--- src/rtl/ofs_rb_pkg.sv ---
package ofs_rb_pkg;
  typedef enum logic [1:0] {
    LANE_FULL    = 2'b00,
    LANE_HALF    = 2'b01,
    LANE_QUARTER = 2'b10
  } lane_e;

  function automatic int ceil_div(input int a, input int b);
    return (a + b - 1) / b;
  endfunction

  // Shift amount applied to BUS_W for a given select code.
  function automatic int lane_shift(input logic [1:0] sel);
    case (sel)
      2'b00:   return 0;
      2'b01:   return 1;
      default: return 2;
    endcase
  endfunction
endpackage

--- src/rtl/ofs_rb_pointer.sv ---
module ofs_rb_pointer #(
  parameter int OFS_W = 20,
  parameter int BUS_W = 16,
  localparam int CNT_F = ofs_rb_pkg::ceil_div(OFS_W, BUS_W),
  localparam int CNT_H = ofs_rb_pkg::ceil_div(OFS_W, BUS_W / 2),
  localparam int CNT_Q = ofs_rb_pkg::ceil_div(OFS_W, BUS_W / 4),
  localparam int IDX_W = (CNT_Q > 1) ? $clog2(CNT_Q) : 1
) (
  input  logic             clk,
  input  logic             rst_n,
  input  logic             step,
  input  logic [1:0]       lane_sel,
  output logic             sel_full,
  output logic [IDX_W-1:0] idx
);
  logic [IDX_W-1:0] last_idx;

  always_comb begin
    case (ofs_rb_pkg::lane_shift(lane_sel))
      0:       last_idx = IDX_W'(CNT_F - 1);
      1:       last_idx = IDX_W'(CNT_H - 1);
      default: last_idx = IDX_W'(CNT_Q - 1);
    endcase
  end

  always_ff @(posedge clk or negedge rst_n) begin
    if (!rst_n) begin
      sel_full <= 1'b0;
      idx      <= '0;
    end else if (step) begin
      if (idx >= last_idx) begin
        idx      <= '0;
        sel_full <= ~sel_full;
      end else begin
        idx <= idx + 1'b1;
      end
    end
  end
endmodule

--- src/rtl/ofs_rb_slicer.sv ---
module ofs_rb_slicer #(
  parameter int OFS_W = 20,
  parameter int BUS_W = 16,
  parameter int IDX_W = 3
) (
  input  logic [OFS_W-1:0] empty_ofs,
  input  logic [OFS_W-1:0] full_ofs,
  input  logic             sel_full,
  input  logic [IDX_W-1:0] idx,
  input  logic [1:0]       lane_sel,
  output logic [BUS_W-1:0] chunk
);
  logic [OFS_W-1:0] src;
  logic [BUS_W-1:0] lane_out [3];

  assign src = sel_full ? full_ofs : empty_ofs;

  for (genvar m = 0; m < 3; m++) begin : g_lane
    localparam int LW   = BUS_W >> m;
    localparam int CNT  = ofs_rb_pkg::ceil_div(OFS_W, LW);
    localparam int PADW = CNT * LW;
    logic [PADW-1:0] padded;
    logic [LW-1:0]   pick;

    assign padded = PADW'(src);

    always_comb begin
      pick = '0;
      for (int k = 0; k < CNT; k++) begin
        if (int'(idx) == k) pick = padded[k*LW +: LW];
      end
    end

    assign lane_out[m] = BUS_W'(pick);
  end

  always_comb begin
    case (ofs_rb_pkg::lane_shift(lane_sel))
      0:       chunk = lane_out[0];
      1:       chunk = lane_out[1];
      default: chunk = lane_out[2];
    endcase
  end
endmodule

--- src/rtl/ofs_rb_outreg.sv ---
module ofs_rb_outreg #(
  parameter int BUS_W = 16
) (
  input  logic             clk,
  input  logic             rst_n,
  input  logic             take_chunk,
  input  logic             take_word,
  input  logic [BUS_W-1:0] chunk,
  input  logic [BUS_W-1:0] word,
  output logic [BUS_W-1:0] q
);
  always_ff @(posedge clk or negedge rst_n) begin
    if (!rst_n)          q <= '0;
    else if (take_chunk) q <= chunk;
    else if (take_word)  q <= word;
  end
endmodule

--- src/rtl/flag_offset_readback.sv ---
module flag_offset_readback #(
  parameter int OFS_W = 20,
  parameter int BUS_W = 16
) (
  input  logic             clk,
  input  logic             rst_n,
  input  logic             rd_en_n,
  input  logic             ld_en_n,
  input  logic [1:0]       lane_sel,
  input  logic [OFS_W-1:0] empty_ofs,
  input  logic [OFS_W-1:0] full_ofs,
  input  logic [BUS_W-1:0] fifo_word,
  output logic [BUS_W-1:0] q
);
  localparam int CNT_Q = ofs_rb_pkg::ceil_div(OFS_W, BUS_W / 4);
  localparam int IDX_W = (CNT_Q > 1) ? $clog2(CNT_Q) : 1;

  logic             rb_step;
  logic             word_rd;
  logic             ptr_sel_full;
  logic [IDX_W-1:0] ptr_idx;
  logic [BUS_W-1:0] cur_chunk;

  assign rb_step = ~rd_en_n & ~ld_en_n;
  assign word_rd = ~rd_en_n &  ld_en_n;

  ofs_rb_pointer #(.OFS_W(OFS_W), .BUS_W(BUS_W)) u_ptr (
    .clk(clk), .rst_n(rst_n), .step(rb_step), .lane_sel(lane_sel),
    .sel_full(ptr_sel_full), .idx(ptr_idx)
  );

  ofs_rb_slicer #(.OFS_W(OFS_W), .BUS_W(BUS_W), .IDX_W(IDX_W)) u_slice (
    .empty_ofs(empty_ofs), .full_ofs(full_ofs), .sel_full(ptr_sel_full),
    .idx(ptr_idx), .lane_sel(lane_sel), .chunk(cur_chunk)
  );

  ofs_rb_outreg #(.BUS_W(BUS_W)) u_out (
    .clk(clk), .rst_n(rst_n), .take_chunk(rb_step), .take_word(word_rd),
    .chunk(cur_chunk), .word(fifo_word), .q(q)
  );
endmodule

--- config.mk ---
export PLATFORM = sky130hd
export DESIGN_NAME = flag_offset_readback
export DESIGN_NICKNAME = d
export VERILOG_FILES = /design/src/rtl/ofs_rb_pkg.sv /design/src/rtl/ofs_rb_pointer.sv /design/src/rtl/ofs_rb_slicer.sv /design/src/rtl/ofs_rb_outreg.sv /design/src/rtl/flag_offset_readback.sv
export SDC_FILE = /design/constraint.sdc
export NUM_CORES = 1
export LEC_CHECK = 0
export ABC_AREA = 0
export BUFFER_PORTS_ARGS = -buffer_cell sky130_fd_sc_hd__buf_2
export CAP_MARGIN = 20
export CORE_ASPECT_RATIO = 1.25
export CORE_MARGIN = 1
export CORE_UTILIZATION = 48
export DETAILED_ROUTE_END_ITERATION = 7
export PLACE_DENSITY = 0.85
export SETUP_SLACK_MARGIN = 0.4
export SYNTH_ARGS = -nofsm -noshare
export SYNTH_HDL_FRONTEND = slang
export SYNTH_SLANG_ARGS = --single-unit
--- constraint.sdc ---
create_clock -name clk -period 2.2 [get_ports clk]
set_clock_uncertainty 0.15 [all_clocks]
set_input_delay 0.11 -clock clk [delete_from_list [all_inputs] [get_ports clk]]
set_output_delay 0.11 -clock clk [all_outputs]
set_load 0.02 [all_outputs]
Word-level counts from Yosys, hierarchy flattened
Cells that the tools add are included.
- bits of input ports: 62
- output and inout port bits: 16
- logic and storage cells: 38
- register bits after elaboration: 20
- multiplexer cells: 17
- add/sub/neg operators: 1
- $lt $le $gt $ge: 1
- equality and inequality tests: 6
- reduce and logical (&&, ||, !) cells: 5
- bitwise operators: 5
- operators by type and width (operator ; number):
    two-way mux 16 bit ; 4
    zero test 32 bit ; 1
    one-hot mux 16 bit (2 select lines) ; 1
    two-way mux 8 bit ; 3
    two-way mux 20 bit ; 1
    two-way mux 4 bit ; 5
    equality test 3 bit (second input constant) ; 3
    one-hot mux 3 bit (2 select lines) ; 1
    equality test 2 x 1 -> 1 bit (second input constant) ; 2
    one-hot mux 2 bit (2 select lines) ; 1
    adder 3 x 1 -> 3 bit (second input constant) ; 1
    equality test 3 x 2 -> 1 bit (second input constant) ; 1
    >= comparator 3 bit ; 1
    zero test 3 bit ; 1
    two-way mux 3 bit ; 1
    NOT 1 bit ; 3
    bitwise AND 1 bit ; 2
    zero test 2 bit ; 1
    AND reduction 2 bit ; 1
    nonzero test 2 bit ; 1

Logic depth before layout (Yosys ltp)
Gate-level depths: netlist of the first run.
- depth after elaboration: 8
- mapped depth: 9

Modules after synthesis
From an unflattened synthesis of the first run, not the netlist that was laid out.
- cell total of the unflattened synthesis: 190
- area, all modules: 1690.4 um2
- by module, submodules not included (module ; sequential area each (um2) ; times used ; area each (um2) ; cells an instance):
    ofs_rb_outreg ; 400.4 ; 1 ; 744.5 ; 69
    ofs_rb_slicer ; 0.0 ; 1 ; 673.1 ; 92
    ofs_rb_pointer ; 100.1 ; 1 ; 260.2 ; 27
    flag_offset_readback ; 0.0 ; 1 ; 12.5 ; 2

Worst setup path after synthesis of the first run
OpenSTA, ideal clock, no wires.
- kind: register -> register
- start: register u_ptr.idx[0]
- end: register u_out.q[1]
- required time: 1.924 ns
- arrival time: 1.716 ns
- setup time: 0.126 ns
- stages on the path, launching flop included: 8
- path slack: 0.208 ns
- buffers on the path: 0
- clock period less this slack: 1.992 ns
- cell sequence: dfrtp_1 -> inv_1 -> ha_1 -> nor2b_1 -> a21oi_1 -> a221oi_2 -> o21ai_1 -> a221o_1
- word-level cells in the longest chain between the ends: 8
- elaborated cells between the ends (all ways): 17
- ends and longest elaborated chain (what ; line ; RTL):
    start, declared ; ofs_rb_pointer.sv:14 ; output logic [IDX_W-1:0] idx
    start signal, assigned ; ofs_rb_pointer.sv:35 ; idx <= idx + 1'b1;
    zero test 3 bit ; ofs_rb_slicer.sv:30 ; if (int'(idx) == k) pick = padded[k*LW +: LW];
    two-way mux 4 bit (5 in series) ; ofs_rb_slicer.sv:30 ;
    one-hot mux 16 bit (2 select lines) * ; ofs_rb_slicer.sv:38 ; case (ofs_rb_pkg::lane_shift(lane_sel))
    two-way mux 16 bit * ; ofs_rb_outreg.sv:14 ; else if (take_chunk) q <= chunk;
    end signal, assigned ; ofs_rb_outreg.sv:14 ;
    end signal, assigned ; ofs_rb_outreg.sv:15 ; else if (take_word) q <= word;
    end, declared ; ofs_rb_outreg.sv:10 ; output logic [BUS_W-1:0] q
Mark *: on every way between the ends. The rest lies on a longest branch, timed or not.
A chain may end at the register's enable or synchronous reset.

Worst setup path after layout of the first run
- start: register u_ptr.sel_full
- end: register u_out.q[2]
- word-level cells in the longest chain between the ends: 8
- elaborated cells between the ends (all ways): 13
- ends and longest elaborated chain (what ; line ; RTL):
    start, declared ; ofs_rb_pointer.sv:13 ; output logic sel_full,
    start signal, assigned ; ofs_rb_pointer.sv:33 ; sel_full <= ~sel_full;
    two-way mux 20 bit * ; ofs_rb_slicer.sv:16 ; assign src = sel_full ? full_ofs : empty_ofs;
    two-way mux 4 bit (5 in series) ; ofs_rb_slicer.sv:30 ;
    one-hot mux 16 bit (2 select lines) * ; ofs_rb_slicer.sv:38 ;
    two-way mux 16 bit * ; ofs_rb_outreg.sv:14 ;
Marked as above.

==> results by stage, run 1 <==
Synthesis:
- The synthesized instance count is 199.
- The post-synth net total is 269.
- The average size of a mapped cell is 8.89 um2.
- Yosys mapped a number of flops with a built-in enable equal to 0.
- Summing every instance area after synthesis gives 1770 um2.
- The Yosys step of the flow raised 0 warnings.
- The flip-flop cell with the highest count after synthesis is dfrtp_1.
- The share of the Yosys chip area taken by registers is 28.3%.
- The flip-flop and latch count after synthesis is 20.
- The share of synthesized flip-flops with an asynchronous set or reset is 100%.
- The count of distinct cell types in the synthesized netlist is 49.

Worst setup path:
- For the worst setup path, the data required time is 2.20 ns.
- Of all nets on the critical path, the largest fanout is 9.
- The launching point of the worst reg2reg path is u_ptr.sel_full.
- The worst path arrival time is 2.09 ns.
- The startpoint of the most critical setup path is u_ptr.sel_full.
- The startpoint type of the worst setup path is a register.
- The setup path with the least slack is of type register to register.
- The worst setup path is captured at a register.

Finish:
- The multi-input combinational cells in the finished layout cover a total of 1370 um2.
- The library cell used most frequently in the layout, excluding fill and tap cells, is buf_2.
- In the final layout, the share of cells above drive strength 1 is 53.7%.
- The finished layout holds 339 standard cells, fillers aside.
- Measured on the finished design, the core utilization comes to 77.3%.
- The layout filler cell count is 224.
- The final layout contains 371 nets.
- The repair_antennas step left the layout with diodes totalling 0.
- The area growth from synthesis to layout is 53.5%.
- The library cells used most frequently in the layout, excluding fill and tap cells, are buf_2 (77), buf_4 (24), nand2_1 (20), dfrtp_1 (17).
- In the final layout, flip-flops and latches occupy 504 um2.

Drt:
- The pre-antenna-repair detailed-routing pass consisted of 5 iterations.
- The routed wirelength normalized by instance count is 19.5 um.
- Dividing the detail-routed via count by the number of cells gives 6.34.
- The remaining antenna violation count after routing is 0.
- The wire length reported by the detailed router is 6600 um.
- The final routed DRC violation total is 0.
- The first-iteration detailed-routing DRC count is 209.
- Across all layers, the routed design uses 2150 vias.

Power and ir drop:
- The analysis attributes to cell leakage a power of 1.29 nW.
- The power per standard cell area is 1200 nW/um2.
- The largest voltage drop on the vdd net is 0.000978 V.

Clock tree:
- Buffers inserted during clock tree synthesis total 3.
- The CTS H-tree depth is 1.
- The clock input transition at the sequential cells of the worst setup and hold paths is 0.08 ns.
- The clock sink count is 20.
- The clock root buffer master is clkbuf_8.
- The clock insertion delay at the later pin of the skew report is 0.27 ns.
- The TritonCTS clock tree is built.
- The maximum buffer depth of the clock tree is 2.

Floorplanning:
- The row count is 24.
- The floorplan step defined a core boundary enclosing 3510 um2.
- The top-level port count is 78.
- The effective utilization at floorplan is 50.4%.
- In this run the vertical extent of the chip is 69.9 um.
- The die outline area is 3930 um2.
- Measured along the x axis, the die boundary spans 56.3 um.

Place:
- The HPWL after detailed placement is 4000 um.
- The post-placement setup slack is 0.145 ns.
- The count of input and output buffers is 77.
- Including well taps, the total number of placed cells is 310.
- Routability-driven placement finished with a final weighted congestion of 0.973.

Global route:
- The largest net degree at the start of global routing is 32.
- The first-pass GRT wire length is 9670 um.
- The combined global-route utilization of all metal layers is 31.9%.
- The via count of the first global-routing pass was 2000.
- The number of antenna violations at the first check in global routing was 0.
- For this run the aggregate overflow at the end of global routing stands at 0.

STA:
- Setup repair after global routing could not meet its margin everywhere.
- After layout, the minimum clock period comes to 2.09 ns.
- The post-layout worst setup margin is 0.113 ns.
- Setup violations remaining at the end of the flow were counted as 0.
- The tightest hold margin is 0.00190 ns.
- The final setup TNS is 0 ns.
- The final hold violation count is 0.
- The number of max-slew violations in the final report is 0.
- The final critical path takes up 94.9% of the cycle.
- The maximum frequency from static timing analysis is 479 MHz.
- The tightest slew margin relative to the limit is 61.7%.
- For the pin with the worst max-slew slack, the measured transition is 0.558 ns.

Run:
- Across the run, the number of max-cap violations was 0.

Min path:
- In this run the most critical hold path is launched from fifo_word[2].
- The worst hold-check path type is input pin to register.

Run status:
- The run finished with clean final reports.
timing repair:
| item | CTS | global route |
|---|---|---|
| hold buffers | 4 | 0 |
| pin swaps | 8 | 12 |
| buffers inserted | 9 | 10 |
| resized for setup | 23 | 17 |
| hold endpoints to repair | 23 | 0 |
| gates cloned | 2 | 0 |
| endpoints found under the setup margin | 16 | 20 |
path summary, 6_finish.rpt:
kind | end | cells after the start | slack, ns
worst max-delay path | u_out.q[2] | 7 | 0.11
worst min-delay path | u_out.q[2] | 3 | 0.002
worst max register to register | u_out.q[2] | 7 | 0.11
worst min register to register | u_out.q[13] | 2 | 0.35
max in group asynchronous | u_ptr.idx[0] | 2 | 1.36
min in group asynchronous | u_out.q[0] | 2 | 0.18
metrics by stage:
step                      area [um2]  total power [mW]
after floorplan                 1810              1.72
final                           2720              3.26
after CTS                       2550              2.88
after global routing            2720              3.40
after detailed placement        2250              2.11
after global placement          2250              2.06
where the power goes:
part,internal [mW],switching (mW)
Clock,0.243,0.141
Combinational,1.17,1.15
Sequential,0.459,0.0977
Total,1.87,1.39
registers in the layout, indices dropped and copies added, names as in the netlist:
signal	flops
u_ptr.idx	3
u_ptr.sel_full	1
u_out.q	16
synth_stat cells, types with 3 or more instances:
library cell   n  area [um2]
a211oi_1       4        30.0
mux2_4         4        60.1
clkbuf_1       8        30.0
o21ai_1        3        15.0
inv_1         10        37.5
mux2_2         4        45.0
mux2i_1        9        90.1
a21o_1         3        22.5
a221oi_1       3        26.3
o221ai_1       4        35.0
a21oi_1       11        55.1
a22oi_1       12        90.1
mux2_1         3        33.8
ha_1           8         100
o21ai_0       12        60.1
nor2_1         7        26.3
nor2b_1       11        68.8
dfrtp_1       20         500
nand2_1       21        78.8
kinds of logic (layout without fill, tap and decap cells):
| logic type | count (synthesis) | in the layout | share of synthesized area, % |
|---|---|---|---|
| AOI/OAI and AO/OA | 69 | 69 | 27.9 |
| xor gates and xnor gates | 1 | 1 | 0.495 |
| adders and majority gates | 8 | 8 | 5.66 |
| buffers and inverters | 23 | 123 | 5.87 |
| DFF | 20 | 20 | 28.3 |
| muxes | 22 | 22 | 15.0 |
| and+or+nand+nor | 56 | 57 | 16.8 |
per-layer routing:
metal	vias up	global-route usage (%)	part of all wire, %
met2	163	57.9	51
li1	951	-	-
met1	992	34.4	33
met5	-	0	0
met4	0	17.9	5.7
met3	44	5.19	9.3
critical path: stages, from the launching register on:
cell	delay, ns
dfrtp_2	0.45
buf_12	0.16
mux2_4	0.32
a22oi_2	0.18
o211ai_1	0.17
a311oi_2	0.32
buf_4	0.18
nor3_2	0.04
layout make-up:
cell class / instances / area share, %
Clock inverter: 1 / 1.11
Sequential cell: 20 / 18.6
Clock buffer: 3 / 1.52
Inverter: 10 / 1.57
Timing Repair Buffer: 109 / 24.9
Multi-Input combinational cell: 157 / 50.5
Tap cell: 39 / 1.80
Note: power is estimated with default switching activity, not from simulation.
==> run 2, diff against run 1 <==
--- a/config.mk
+++ b/config.mk
@@ -13,6 +13,7 @@
 export CORE_UTILIZATION = 48
 export DETAILED_ROUTE_END_ITERATION = 7
 export PLACE_DENSITY = 0.85
+export REMOVE_ABC_BUFFERS = 1
 export SETUP_SLACK_MARGIN = 0.4
 export SYNTH_ARGS = -nofsm -noshare
 export SYNTH_HDL_FRONTEND = slang
==> run 2 against run 1 <==
First-iteration DRC count down 19%. Critical path depth did not move. Sequential power shrank 2%. Power fell by 7.4%. Worst hold slack worse by 0.0056 ns. Highest routed layer unchanged. Fmax up 0.25%. Count of clock-buffer cells in the layout unchanged. The flow now finishes with violations (negative hold slack). Setup slack gained 0.0052 ns. Cell area fell by 2.6%. Core utilization shrank 2.0 points. Die area unchanged. Register-to-register slack is essentially flat.
==> results by stage, run 2 (same netlist as run 1, synthesis figures left out) <==
Worst setup path:
- The count of buffering cells on the critical path with inverters included is 1 (-1).
- The maximum fanout along the worst path was 4 (-5).
- The delay of the slowest critical-path stage came to 0.46 ns (about the same).
- The critical path goes through inv_2, ha_4, or3b_4, o221ai_2, a221oi_2, o21ai_1, a221o_1.
- The reg-to-reg setup timing slack was 0.12 ns (about the same).
- The cell family with the largest share of critical-path delay is compound AO/OA/AOI/OAI gates.
- The critical path required time is 2.21 ns (about the same).
- The cell with the largest stage delay on the worst path is dfrtp_1.
- The startpoint identified for the worst register-to-register timing path is u_ptr.idx[1].
- The endpoint identified for the worst register-to-register timing path is u_out.q[1].
- STA classifies the critical path startpoint as a register.
- The critical path endpoint category is a register.
- The worst path arrival time was 2.09 ns (about the same).
- The depth of the worst register-to-register path is 7 (unchanged).
- The type of the setup path with the least slack is register to register.

Clock tree:
- The CTS H-tree depth is 1 (unchanged).
- The clock insertion delay at the later pin of the skew report is 0.27 ns (about the same).
- The clock sink count came to 20 (unchanged).
- The tree is rooted in a clkbuf_8.
- The clock input transition at the sequential cells of the worst setup and hold paths came to 0.08 ns (about the same).
- The maximum buffer depth of the clock tree came to 2 (unchanged).
- The total clock buffers created by CTS is 3 (unchanged).
- TritonCTS built the clock tree.

Global route:
- The largest net degree at the start of global routing is 32 (unchanged).
- The residual overflow from global routing is 0 (unchanged).
- The number of antenna violations at the first check in global routing is 0 (unchanged).
- The first-pass GRT wire length is 9340 um (-3.4%).
- The combined global-route utilization of all metal layers is 30.6% (-1.3 points).
- The via count of the first global-routing pass came to 2024 (+1.2%).

Floorplanning:
- The top-level port count came to 78 (unchanged).
- The effective utilization at floorplan is 50.4% (unchanged).
- The row count is 24 (unchanged).
- The die outline area is 3930 um2 (unchanged).
- The x dimension of the die is 56.3 um (unchanged).
- The floorplan core area was 3510 um2 (unchanged).
- The die height is 69.9 um (unchanged).

Power and ir drop:
- The switching part of the total is 44.4% (+1.8 points).
- The power per standard cell area is 1140 nW/um2 (-4.9%).
- The clock share of power is 8.4% (-3.4 points).
- The leakage component of the power is 1.28 nW (-1.3%).
- The share of total power in sequential cells is 18.0% (+0.9 points).
- The largest voltage drop on the vdd net is 0.000830 V (-15%).
- The portion of total power attributed to combinational logic is 73.6% (+2.5 points).
- The cell-internal power is 1.68 mW (-10%).
- The switching power came to 1.34 mW (-3.4%).

STA:
- The total setup violations reported at the end of the flow is 0 (unchanged).
- The final hold violation count is 3 (+3).
- The number of max-slew violations in the final report is 0 (unchanged).
- The tightest slew margin relative to the limit is 61.1% (-0.65 points).
- The maximum frequency from static timing analysis is 480 MHz (+0.25%).
- The part of the cycle the worst path needs is 94.6% (-0.24 points).
- The actual transition at the worst max-transition pin is 0.583 ns (+0.0245 ns).
- Setup repair after global routing could not meet its margin everywhere.
- The tightest hold margin is -0.00367 ns (-0.00557 ns).
- The final setup TNS was 0 ns (unchanged).
- The minimum clock period is 2.08 ns (-0.00517 ns).

Finish:
- The number of diodes is 0 (unchanged).
- The area growth from synthesis to layout is 49.5%.
- Ranked by flip-flop count, first place goes to u_out.q.
- The library cells used most frequently in the layout, excluding fill and tap cells, are buf_2 (77), buf_4 (23), nand2_1 (21), dfrtp_1 (18), a21oi_1 (11).
- The layout filler cell count is 258 (+15%).
- In the final layout, the registers with the most flip-flops are u_out.q x16, u_ptr.idx x3, u_ptr.sel_full x1.
- The number of nets in the finished design is 370 (-0.27%).
- The library cell used most frequently in the layout, excluding fill and tap cells, is buf_2.
- The flip-flop count of the largest register, all copies and words added is 16 (unchanged).
- The proportion of layout cells with a drive suffix above 1 is 51.7% (-2.0 points).
- The total non-filler cell area in the finished layout was 2650 um2 (-2.6%).

Place:
- The post-detailed-placement cell area was 2250 um2 (+0.33%).
- The count of input and output buffers is 77 (unchanged).
- The final RePlAce weighted congestion is 0.918 (-5.6%).
- The HPWL after detailed placement is 4170 um (+4.3%).

Min path:
- The path class of the tightest hold or removal check is input pin to register.
- The hold path depth is 3 (unchanged).
- The worst hold path begins at fifo_word[9].
- The endpoint with the worst hold slack is u_out.q[9].

Drt:
- The via total after detailed routing was 2028 (-5.7%).
- The remaining antenna violation count after routing is 0 (unchanged).
- The post-detailed-route via-to-cell ratio came to 6.02 (-5.1%).
- The routed wirelength normalized by instance count is 18.6 um (-4.2%).
- The wire length reported by the detailed router came to 6280 um (-4.8%).
- The first-iteration detailed-routing DRC count is 169 (-19%).
- The final routed DRC violation total was 0 (unchanged).
- The iteration count of the initial detailed-routing pass is 5 (unchanged).

Run status:
- The run finished, with violations left.
- The checks that failed: negative hold slack.

Run:
- The reported max-cap violation count came to 0 (unchanged).
run 2: cell count changes in the layout (fill, tap and decap cells not counted), moves of 2 or more:
cell	change
a221oi_1	-3
buf_6	+3
nor2b_4	-2
inv_4	-2
ha_1	+2
a221oi_2	+3
inv_2	+2
mux2_1	+2
ha_4	-2
a211oi_2	+2
run 2: layout make-up:
| cell class | count | area (um2) | area share [%] |
|---|---|---|---|
| Clock buffer | 3 | 41.3 | 1.56 |
| Inverter | 10 | 37.5 | 1.42 |
| Multi-Input combinational cell | 156 | 1330 | 50.2 |
| Sequential cell | 20 | 503 | 19.0 |
| Tap cell | 39 | 48.8 | 1.84 |
| Timing Repair Buffer | 109 | 687 | 26.0 |
run 2: worst min-delay path, cell delays in order:
cell and delay (ns):
buf_2 0.08, a22oi_1 0.06, o21ai_0 0.13
run 2: repair_timing:
item,CTS,global route
setup buffers,12,2
gates resized for setup,17,23
pin swaps,6,11
hold endpoints to repair,22,0
endpoints found under the setup margin,18,20
gates cloned,0,1
hold buffers,3,0
run 2: how the worst max path moves through the flow:
stage                        start         end  cells past startpoint
CTS                   u_ptr.idx[0]  u_out.q[1]                      7
global placement      u_ptr.idx[1]  u_out.q[3]                      7
global route        u_ptr.sel_full  u_out.q[0]                      7
finish                u_ptr.idx[1]  u_out.q[1]                      7
detailed placement    u_ptr.idx[1]  u_out.q[3]                      7
floorplan           u_ptr.sel_full  u_out.q[0]                      5
run 2: power groups by stage:
stage                     clock (mW)  combinational, mW  sequential (mW)
after floorplan                    0              0.923            0.667
after global placement             0               1.57            0.520
after detailed placement           0               1.59            0.526
after CTS                      0.251               1.88            0.520
after global routing           0.266               2.34            0.550
final                          0.253               2.22            0.544
run 2: routing by layer:
metal  vias up  part of all wire [%]  track usage [%]
met5         -                     0                0
met4         0                   3.7             16.3
met3        24                   7.8             2.78
met2       144                    51             54.2
met1       920                    38             36.0
li1        940                     -                -
run 2: per-stage QoR:
stage	util [%]	hold WS (ns)	cells	worst slack [ns]	total power, mW
floorplan	-	-0.336	186	-0.106	1.59
global placement	64.2	-0.0536	316	0.0112	2.09
detailed placement	64.2	-0.0484	316	-0.00244	2.12
CTS	71.0	0.00467	334	0.224	2.65
global route	75.3	0.00529	337	0.0858	3.16
finish	75.3	-0.00367	337	0.118	3.02
